[config.mk]
export PLATFORM = sky130hd
export DESIGN_NAME = kbd_scan_top
export DESIGN_NICKNAME = d
export VERILOG_FILES = /design/src/rtl/kbd_scan_pkg.sv /design/src/rtl/kbd_sel_sync.sv /design/src/rtl/kbd_row_counter.sv /design/src/rtl/kbd_half_mux.sv /design/src/rtl/kbd_scan_top.sv
export SDC_FILE = /design/constraint.sdc
export NUM_CORES = 1
export LEC_CHECK = 0
export BUFFER_PORTS_ARGS = -buffer_cell sky130_fd_sc_hd__buf_2
export CAP_MARGIN = 40
export CORE_UTILIZATION = 41
export CTS_CLUSTER_DIAMETER = 150
export DETAILED_ROUTE_END_ITERATION = 6
export HOLD_SLACK_MARGIN = 0.15
export MAX_ROUTING_LAYER = met4
export PLACE_DENSITY = 0.83
export SLEW_MARGIN = 30
export SYNTH_ARGS = -nofsm -noshare
export SYNTH_HDL_FRONTEND = slang
export SYNTH_SLANG_ARGS = --single-unit
[constraint.sdc]
create_clock -name clk -period 1.5 [get_ports clk]
set_input_delay 0.15 -clock clk [delete_from_list [all_inputs] [get_ports clk]]
set_output_delay 0.15 -clock clk [all_outputs]
set_load 0.01 [all_outputs]
[src/rtl/kbd_scan_pkg.sv]
package kbd_scan_pkg;
  localparam int unsigned KS_ROWS      = 9;
  localparam int unsigned KS_COLS      = 8;
  localparam int unsigned KS_SYNC_DEPTH = 2;
endpackage

[src/rtl/kbd_sel_sync.sv]
module kbd_sel_sync #(
  parameter int unsigned STAGES = 2
) (
  input  logic clk,
  input  logic rst,
  input  logic async_in,
  output logic level,
  output logic rise
);
  logic [STAGES-1:0] chain;
  logic              last;

  // chain[0] samples the asynchronous line; each later stage samples the one before it
  always_ff @(posedge clk) begin
    if (rst) chain[0] <= 1'b0;
    else     chain[0] <= async_in;
  end

  genvar g;
  generate
    for (g = 1; g < STAGES; g++) begin : g_stage
      always_ff @(posedge clk) begin
        if (rst) chain[g] <= 1'b0;
        else     chain[g] <= chain[g-1];
      end
    end
  endgenerate

  // last holds the previous synchronized level, for edge detection
  always_ff @(posedge clk) begin
    if (rst) last <= 1'b0;
    else     last <= chain[STAGES-1];
  end

  assign level = chain[STAGES-1];
  assign rise  = chain[STAGES-1] & ~last;
endmodule

[src/rtl/kbd_row_counter.sv]
module kbd_row_counter #(
  parameter int unsigned STEPS = 10,
  localparam int unsigned CW   = $clog2(STEPS)
) (
  input  logic          clk,
  input  logic          rst,
  input  logic          clr,
  input  logic          step,
  output logic [CW-1:0] row_q,
  output logic [CW-1:0] row_d
);
  localparam logic [CW-1:0] LAST = CW'(STEPS - 1);

  // clear wins over step
  always_comb begin
    row_d = row_q;
    if (clr)
      row_d = '0;
    else if (step)
      row_d = (row_q == LAST) ? '0 : row_q + 1'b1;
  end

  always_ff @(posedge clk) begin
    if (rst) row_q <= '0;
    else     row_q <= row_d;
  end
endmodule

[src/rtl/kbd_half_mux.sv]
module kbd_half_mux #(
  parameter int unsigned ROWS = 9,
  parameter int unsigned COLS = 8,
  localparam int unsigned HALF = COLS / 2,
  localparam int unsigned CW   = $clog2(ROWS + 1)
) (
  input  logic                 clk,
  input  logic                 rst,
  input  logic [ROWS*COLS-1:0] keys,
  input  logic [CW-1:0]        row,
  input  logic                 upper,
  output logic [HALF-1:0]      data_q
);
  logic [HALF-1:0] data_d;

  // any row number without keys behind it (the blank step) falls through as zero
  always_comb begin
    data_d = '0;
    for (int r = 0; r < int'(ROWS); r++) begin
      if (row == CW'(r))
        data_d = upper ? keys[r*COLS + HALF +: HALF] : keys[r*COLS +: HALF];
    end
  end

  always_ff @(posedge clk) begin
    if (rst) data_q <= '0;
    else     data_q <= data_d;
  end
endmodule

[src/rtl/kbd_scan_top.sv]
module kbd_scan_top
  import kbd_scan_pkg::*;
#(
  parameter int unsigned ROWS       = KS_ROWS,
  parameter int unsigned COLS       = KS_COLS,
  parameter int unsigned SYNC_DEPTH = KS_SYNC_DEPTH,
  localparam int unsigned STEPS     = ROWS + 1,
  localparam int unsigned CW        = $clog2(STEPS),
  localparam int unsigned HALF      = COLS / 2
) (
  input  logic                 clk,
  input  logic                 rst,
  input  logic                 scan_rst,
  input  logic                 sel_clk,
  input  logic [ROWS*COLS-1:0] keys,
  output logic [HALF-1:0]      data_out
);
  logic          sel_level;
  logic          sel_rise;
  logic [CW-1:0] row_q;
  logic [CW-1:0] row_d;

  kbd_sel_sync #(.STAGES(SYNC_DEPTH)) u_sync (
    .clk      (clk),
    .rst      (rst),
    .async_in (sel_clk),
    .level    (sel_level),
    .rise     (sel_rise)
  );

  kbd_row_counter #(.STEPS(STEPS)) u_cnt (
    .clk   (clk),
    .rst   (rst),
    .clr   (scan_rst),
    .step  (sel_rise),
    .row_q (row_q),
    .row_d (row_d)
  );

  // the mux is fed the counter's next value, so the output register and
  // row_q are loaded at the same edge and never disagree
  kbd_half_mux #(.ROWS(ROWS), .COLS(COLS)) u_mux (
    .clk    (clk),
    .rst    (rst),
    .keys   (keys),
    .row    (row_d),
    .upper  (sel_level),
    .data_q (data_out)
  );
endmodule

# == After elaboration in Yosys (flattened, before gate mapping) ==
# Cells that the tools add are included.
# classes
addsub,1
n_eq_ne,9
mux,21
bitwise_logic,2
reduce_logical,1
# ops
cell,n
4-bit 2-to-1 mux,21
4-bit by 3-bit equality test with 1-bit output (second input constant),4
4-bit by 2-bit equality test with 1-bit output (second input constant),2
4-bit equality test (second input constant),2
4-bit by 1-bit adder with 4-bit output (second input constant),1
4-bit by 1-bit equality test with 1-bit output (second input constant),1
4-bit zero test,1
1-bit bitwise AND,1
1-bit inverter,1
# totals
reg_bits,11
inputBits,76
output_inout_bits,4
word_cells,39

# == Depth between registers and ports, before layout ==
# logic_depth
depth_word,14
mapped_depth,8
depth_no_buf,6

# == Cells and area by module ==
# A second synthesis with hierarchy kept.
# hier_totals
hier_cells,120
hier_area_um2,1114.8
# by_module_without_submodules
module,n_inst,cells_per_inst,area_per_inst_um2
kbd_half_mux,1,89,819.5
kbd_row_counter,1,24,207.7
kbd_sel_sync,1,7,87.6

# == Worst setup path after synthesis ==
# No wires, ideal clock.
# synth_timing
path_kind,register to register
start,register u_sync.chain[1] (netlist: u_sync.level)
end,register u_mux.data_q[2]
setup_time_ns,0.142
t_arrival_ns,1.498
setup_slack_ns,-0.140
path_stages_with_launch,7
period_less_slack_ns,1.640
path_cell_list,dfxtp_1 > buf_4 > mux4_2 > a22oi_1 > nor2_1 > a221oi_2 > a221oi_2
# synth_between
elab_chain_len,13
word_cells_on_any_way,30
# synth_lines
element,line_no,source
start: declaration,kbd_sel_sync.sv:10,logic [STAGES-1:0] chain;
start signal: indexed assignment,kbd_sel_sync.sv:24,else chain[g] <= chain[g-1];
1-bit bitwise AND,kbd_sel_sync.sv:36,assign rise = chain[STAGES-1] & ~last;
4-bit 2-to-1 mux,kbd_row_counter.sv:19,else if (step)
4-bit 2-to-1 mux,kbd_row_counter.sv:17,if (clr)
4-bit zero test,kbd_half_mux.sv:20,if (row == CW'(r))
4-bit 2-to-1 mux (8 in a row),kbd_half_mux.sv:20,
4-bit 2-to-1 mux *,kbd_half_mux.sv:20,
end signal: assignment,kbd_half_mux.sv:27,else data_q <= data_d;
end: declaration,kbd_half_mux.sv:12,output logic [HALF-1:0] data_q
# Every way passes the cells marked *; elsewhere a longest branch is shown, timed or not.
# A chain may end at the register's enable or synchronous reset.

# == Worst setup path in the final report ==
# layout_timing
start,register u_cnt.row_q[1]
end,register u_mux.data_q[1]
# layout_between
elab_chain_len,14
word_cells_on_any_way,23
# layout_lines
element,line_no,source
start: declaration,kbd_row_counter.sv:9,"output logic [CW-1:0] row_q,"
start signal: assignment,kbd_row_counter.sv:25,else row_q <= row_d;
4-bit by 1-bit adder with 4-bit output / 4-bit equality test (equally long branches),kbd_row_counter.sv:20,row_d = (row_q == LAST) ? '0 : row_q + 1'b1;
4-bit 2-to-1 mux,kbd_row_counter.sv:20,
4-bit 2-to-1 mux *,kbd_row_counter.sv:19,
4-bit 2-to-1 mux *,kbd_row_counter.sv:17,
4-bit zero test,kbd_half_mux.sv:20,
4-bit 2-to-1 mux (8 in a row),kbd_half_mux.sv:20,
4-bit 2-to-1 mux *,kbd_half_mux.sv:20,
# Marks and branches as above.

==> PnR_summary.wiki <==
{| class="wikitable"
! Metric !! Value
|-
| Outcome || complete, but fails checks
|-
| Failing checks || negative setup slack
|-
| Via Count || 1905
|-
| TNS Setup || -0.668 ns
|-
| Clock slew at the register clock pins of the worst setup and hold paths || 0.07 ns
|-
| Endpoints failing hold || 0
|-
| Proportion of layout cells with a drive suffix above 1 || 62.1%
|-
| Arr. time, crit path || 1.88 ns
|-
| RSZ-0062 raised after global routing || true
|-
| R2r worst-path depth || 6
|-
| Final cell utilization of the core || 71.1%
|-
| Portion of the post-synthesis area used by sequential elements || 14.8%
|-
| Largest fanout on the critical path || 6
|-
| Leakage Power || 1.07 nW
|-
| Post-Synthesis Cell Area || 1490 um^2
|-
| Number of clock buffers inserted by TritonCTS || 3
|-
| P&R area growth vs syn || 63.5%
|-
| Net count after synthesis || 257
|-
| Count of nets left with antenna violations after detail routing || 0
|-
| Class of the most critical setup path || flip-flop to flip-flop
|-
| Number of warnings reported in the yosys synthesis log || 0
|-
| Worst hold slack after final layout || 0.204 ns
|-
| Global router's overall resource usage || 25.8%
|-
| End of the critical path || u_mux.data_q[1]$_SDFF_PP0_
|-
| DRC marker count from the first detailed-route iteration || 62
|-
| Reg2Reg Capture Point || u_mux.data_q[1]$_SDFF_PP0_
|-
| Root buf cell || clkbuf_4
|-
| Shortest period the worst path allows || 1.69 ns
|-
| Wire length after detailed routing || 5130 um
|-
| Number of library cell types mapped by synthesis || 56
|-
| Count of port buffers added during placement || 79
|-
| Initial core utilization || 43.5%
|-
| Setup-violating endpoint count in the final report || 4
|-
| Slew of the pin with the lowest slew margin || 0.344 ns
|-
| Period utilisation layout || 112%
|-
| R2R setup slack || -0.19 ns
|-
| Initial antenna violation count || 0
|-
| Path category of the worst min-delay check || primary input to flip-flop
|-
| Clock tree from TritonCTS || done
|-
| Number of instances in the synthesized netlist || 181
|-
| Area share of the leading cell type in the synthesized netlist || 14.8%
|-
| GR Overflow Total || 0
|-
| Start of the worst register-to-register path || u_cnt.row_q[1]$_SDFF_PP0_
|-
| Placement-stage cell area || 2210 um^2
|-
| Synth Register Bits || 11
|-
| Fillers || 268
|-
| Asr flop ratio synth || 0%
|-
| Residual DRC count || 0
|-
| Number of maximum-capacitance constraint violations || 0
|-
| Largest net degree at the start of global routing || 16
|-
| Critical path origin || u_cnt.row_q[1]$_SDFF_PP0_
|-
| Dominant cell type by area after synthesis || dfxtp_1
|-
| Peak supply drop || 0.390 mV
|-
| Pwr Density || 354 nW/um^2
|-
| Placed wire-length estimate after detailed placement || 3950 um
|-
| Mapped Avg Cell Area || 8.21 um^2
|-
| Core area || 3420 um^2
|-
| Count of pins on the block boundary || 80
|-
| Post-placement worst setup slack || -0.241 ns
|-
| Average via count per standard cell || 5.62
|-
| Number of diodes || 0
|-
| Clk Latency, worst-skew pair || 0.27 ns
|-
| H-Tree Level Count || 1
|-
| Rows || 21
|-
| Net count, final || 370
|-
| Kind of end point of the critical path || flip-flop
|-
| Top post-synthesis cells by area || dfxtp_1 (15%), mux2i_1 (6.1%), mux4_1 (5.3%)
|-
| Most used flip-flop cell after synthesis || dfxtp_1
|-
| X dimension of the die || 62.2 um
|-
| Slew Limit Fails || 0
|-
| 1st-pass router iterations || 4
|-
| Sort of element at the start of the critical path || flip-flop
|-
| CTS sink count || 11
|-
| DR WL/cell || 15.1 um
|-
| Design area || 2430 um^2
|-
| Die Footprint || 3870 um^2
|-
| Slack of the critical path || -0.185 ns
|-
| Maximum buffer depth of the clock tree || 2
|-
| Maximum clock rate || 0.593 GHz
|-
| Overall die height || 62.2 um
|-
| Number of global-route vias before repair || 1728
|-
| First-pass GRT wire length || 7880 um
|-
| Count of flip-flops with a built-in enable after synthesis || 0
|-
| Max-slew headroom || 76.7%
|-
| Worst Clk Skew || 0.000396 ns
|-
| Critical Path RT || 1.69 ns
|-
| GP Congestion || 1.02
|}
## what timing repair did
item                       in CTS  in global routing
setup endpoints to repair       4                  5
buffers inserted                2                  0
hold buffers                    1                  0
resized for setup              34                 11
cloned                          1                  0
pin swaps                       4                 10
hold endpoints to repair        1                  0
## critical path: stages (launching register included)
cell	delay, ns
dfxtp_4	0.37
or4b_4	0.53
o22ai_4	0.14
o221ai_2	0.12
o211ai_1	0.14
o21ai_2	0.10
a221oi_2	0.21
## power by group
| group | switching (mW) | leakage [nW] | internal (mW) | total (mW) |
|---|---|---|---|---|
| Clock | 0.0999 | 0.0150 | 0.103 | 0.203 |
| Sequential | 0.00854 | 0.0936 | 0.300 | 0.309 |
| Combinational | 0.155 | 0.959 | 0.193 | 0.348 |
## per-stage QoR
stage	total power, mW	instances
floorplan	0.476	181
global placement	0.628	331
detailed placement	0.632	331
CTS	0.852	339
global route	0.911	339
finish	0.860	339
## worst min path at each step
| stage | startpoint | endpoint | slack [ns] | cells after the start |
|---|---|---|---|---|
| after floorplan | rst | u_sync.level$_SDFF_PP0_ | 0.21 | 1 |
| after global placement | sel_clk | u_sync.chain[0]$_SDFF_PP0_ | 0.36 | 2 |
| after detailed placement | sel_clk | u_sync.chain[0]$_SDFF_PP0_ | 0.37 | 2 |
| after CTS | scan_rst | u_cnt.row_q[1]$_SDFF_PP0_ | 0.21 | 3 |
| after global routing | rst | u_mux.data_q[0]$_SDFF_PP0_ | 0.21 | 2 |
| final | rst | u_mux.data_q[0]$_SDFF_PP0_ | 0.20 | 2 |
## final cells by class
type	instances	area (um^2)	area share (%)
Clock buffer	4	26.3	1.08
Inverter	9	33.8	1.39
Timing Repair Buffer	125	788	32.4
Multi-Input combinational cell	144	1290	53.1
Tap cell	46	57.6	2.37
Sequential cell	11	234	9.63
## logic make-up (layout without fill, tap and decap cells)
family	count (synthesis)	count (layout)	synth area share (%)
and+or+nand+nor	61	61	24.2
adders and majority gates	2	2	1.35
DFF	11	11	14.8
buffers and inverters	26	138	9.76
xor gates and xnor gates	3	3	1.77
AOI/OAI and AO/OA	59	59	30.6
muxes	19	19	17.4
## layer usage
| layer | share of wire (%) | vias up | GRT usage (%) |
|---|---|---|---|
| met5 | 0 | - | - |
| met3 | 4.6 | 19 | 2.02 |
| li1 | - | 919 | - |
| met1 | 41 | 883 | 31.6 |
| met4 | 3.8 | 0 | 9.01 |
| met2 | 50 | 84 | 44.5 |
## cell usage in the layout (no fill, tap or decap), types with 4 or more instances in the layout
cell type and count:
nand3_1 9, o21ai_0 9, nand2b_1 4, mux2_2 6
buf_4 37, a21oi_1 5, mux2i_1 9, nor2b_1 5
nand2_1 5, a221oi_2 6, dfxtp_1 6, buf_6 4
inv_1 8, nor2_1 9, nor3_1 5, buf_2 80
## sequential cells by signal, summed over array words and instances (netlist names)
signal,flops
u_sync.chain,1
u_mux.data_q,4
u_sync.level,1
u_cnt.row_q,4
u_sync.last,1
## cell usage after synthesis, types with 2 or more instances
library cell / n
nand3_1: 9
nand2_1: 7
buf_2: 5
a221oi_2: 5
mux2_2: 6
nor2_2: 2
o31a_1: 2
a21oi_1: 9
buf_4: 5
a21o_1: 2
nor2_1: 11
o311ai_0: 2
or3_1: 3
clkbuf_1: 4
a32oi_1: 4
o21ai_1: 3
nor3_1: 6
mux4_1: 3
mux2i_1: 9
dfxtp_1: 11
o21ai_0: 12
nand2b_1: 4
a211oi_1: 2
nand4_1: 2
nor3b_1: 2
inv_1: 8
xnor2_1: 2
buf_6: 3
maj3_1: 2
nor2b_1: 5
a311oi_1: 2
a22oi_1: 3
nand3b_1: 3
Power figures use the tool's default switching activity.
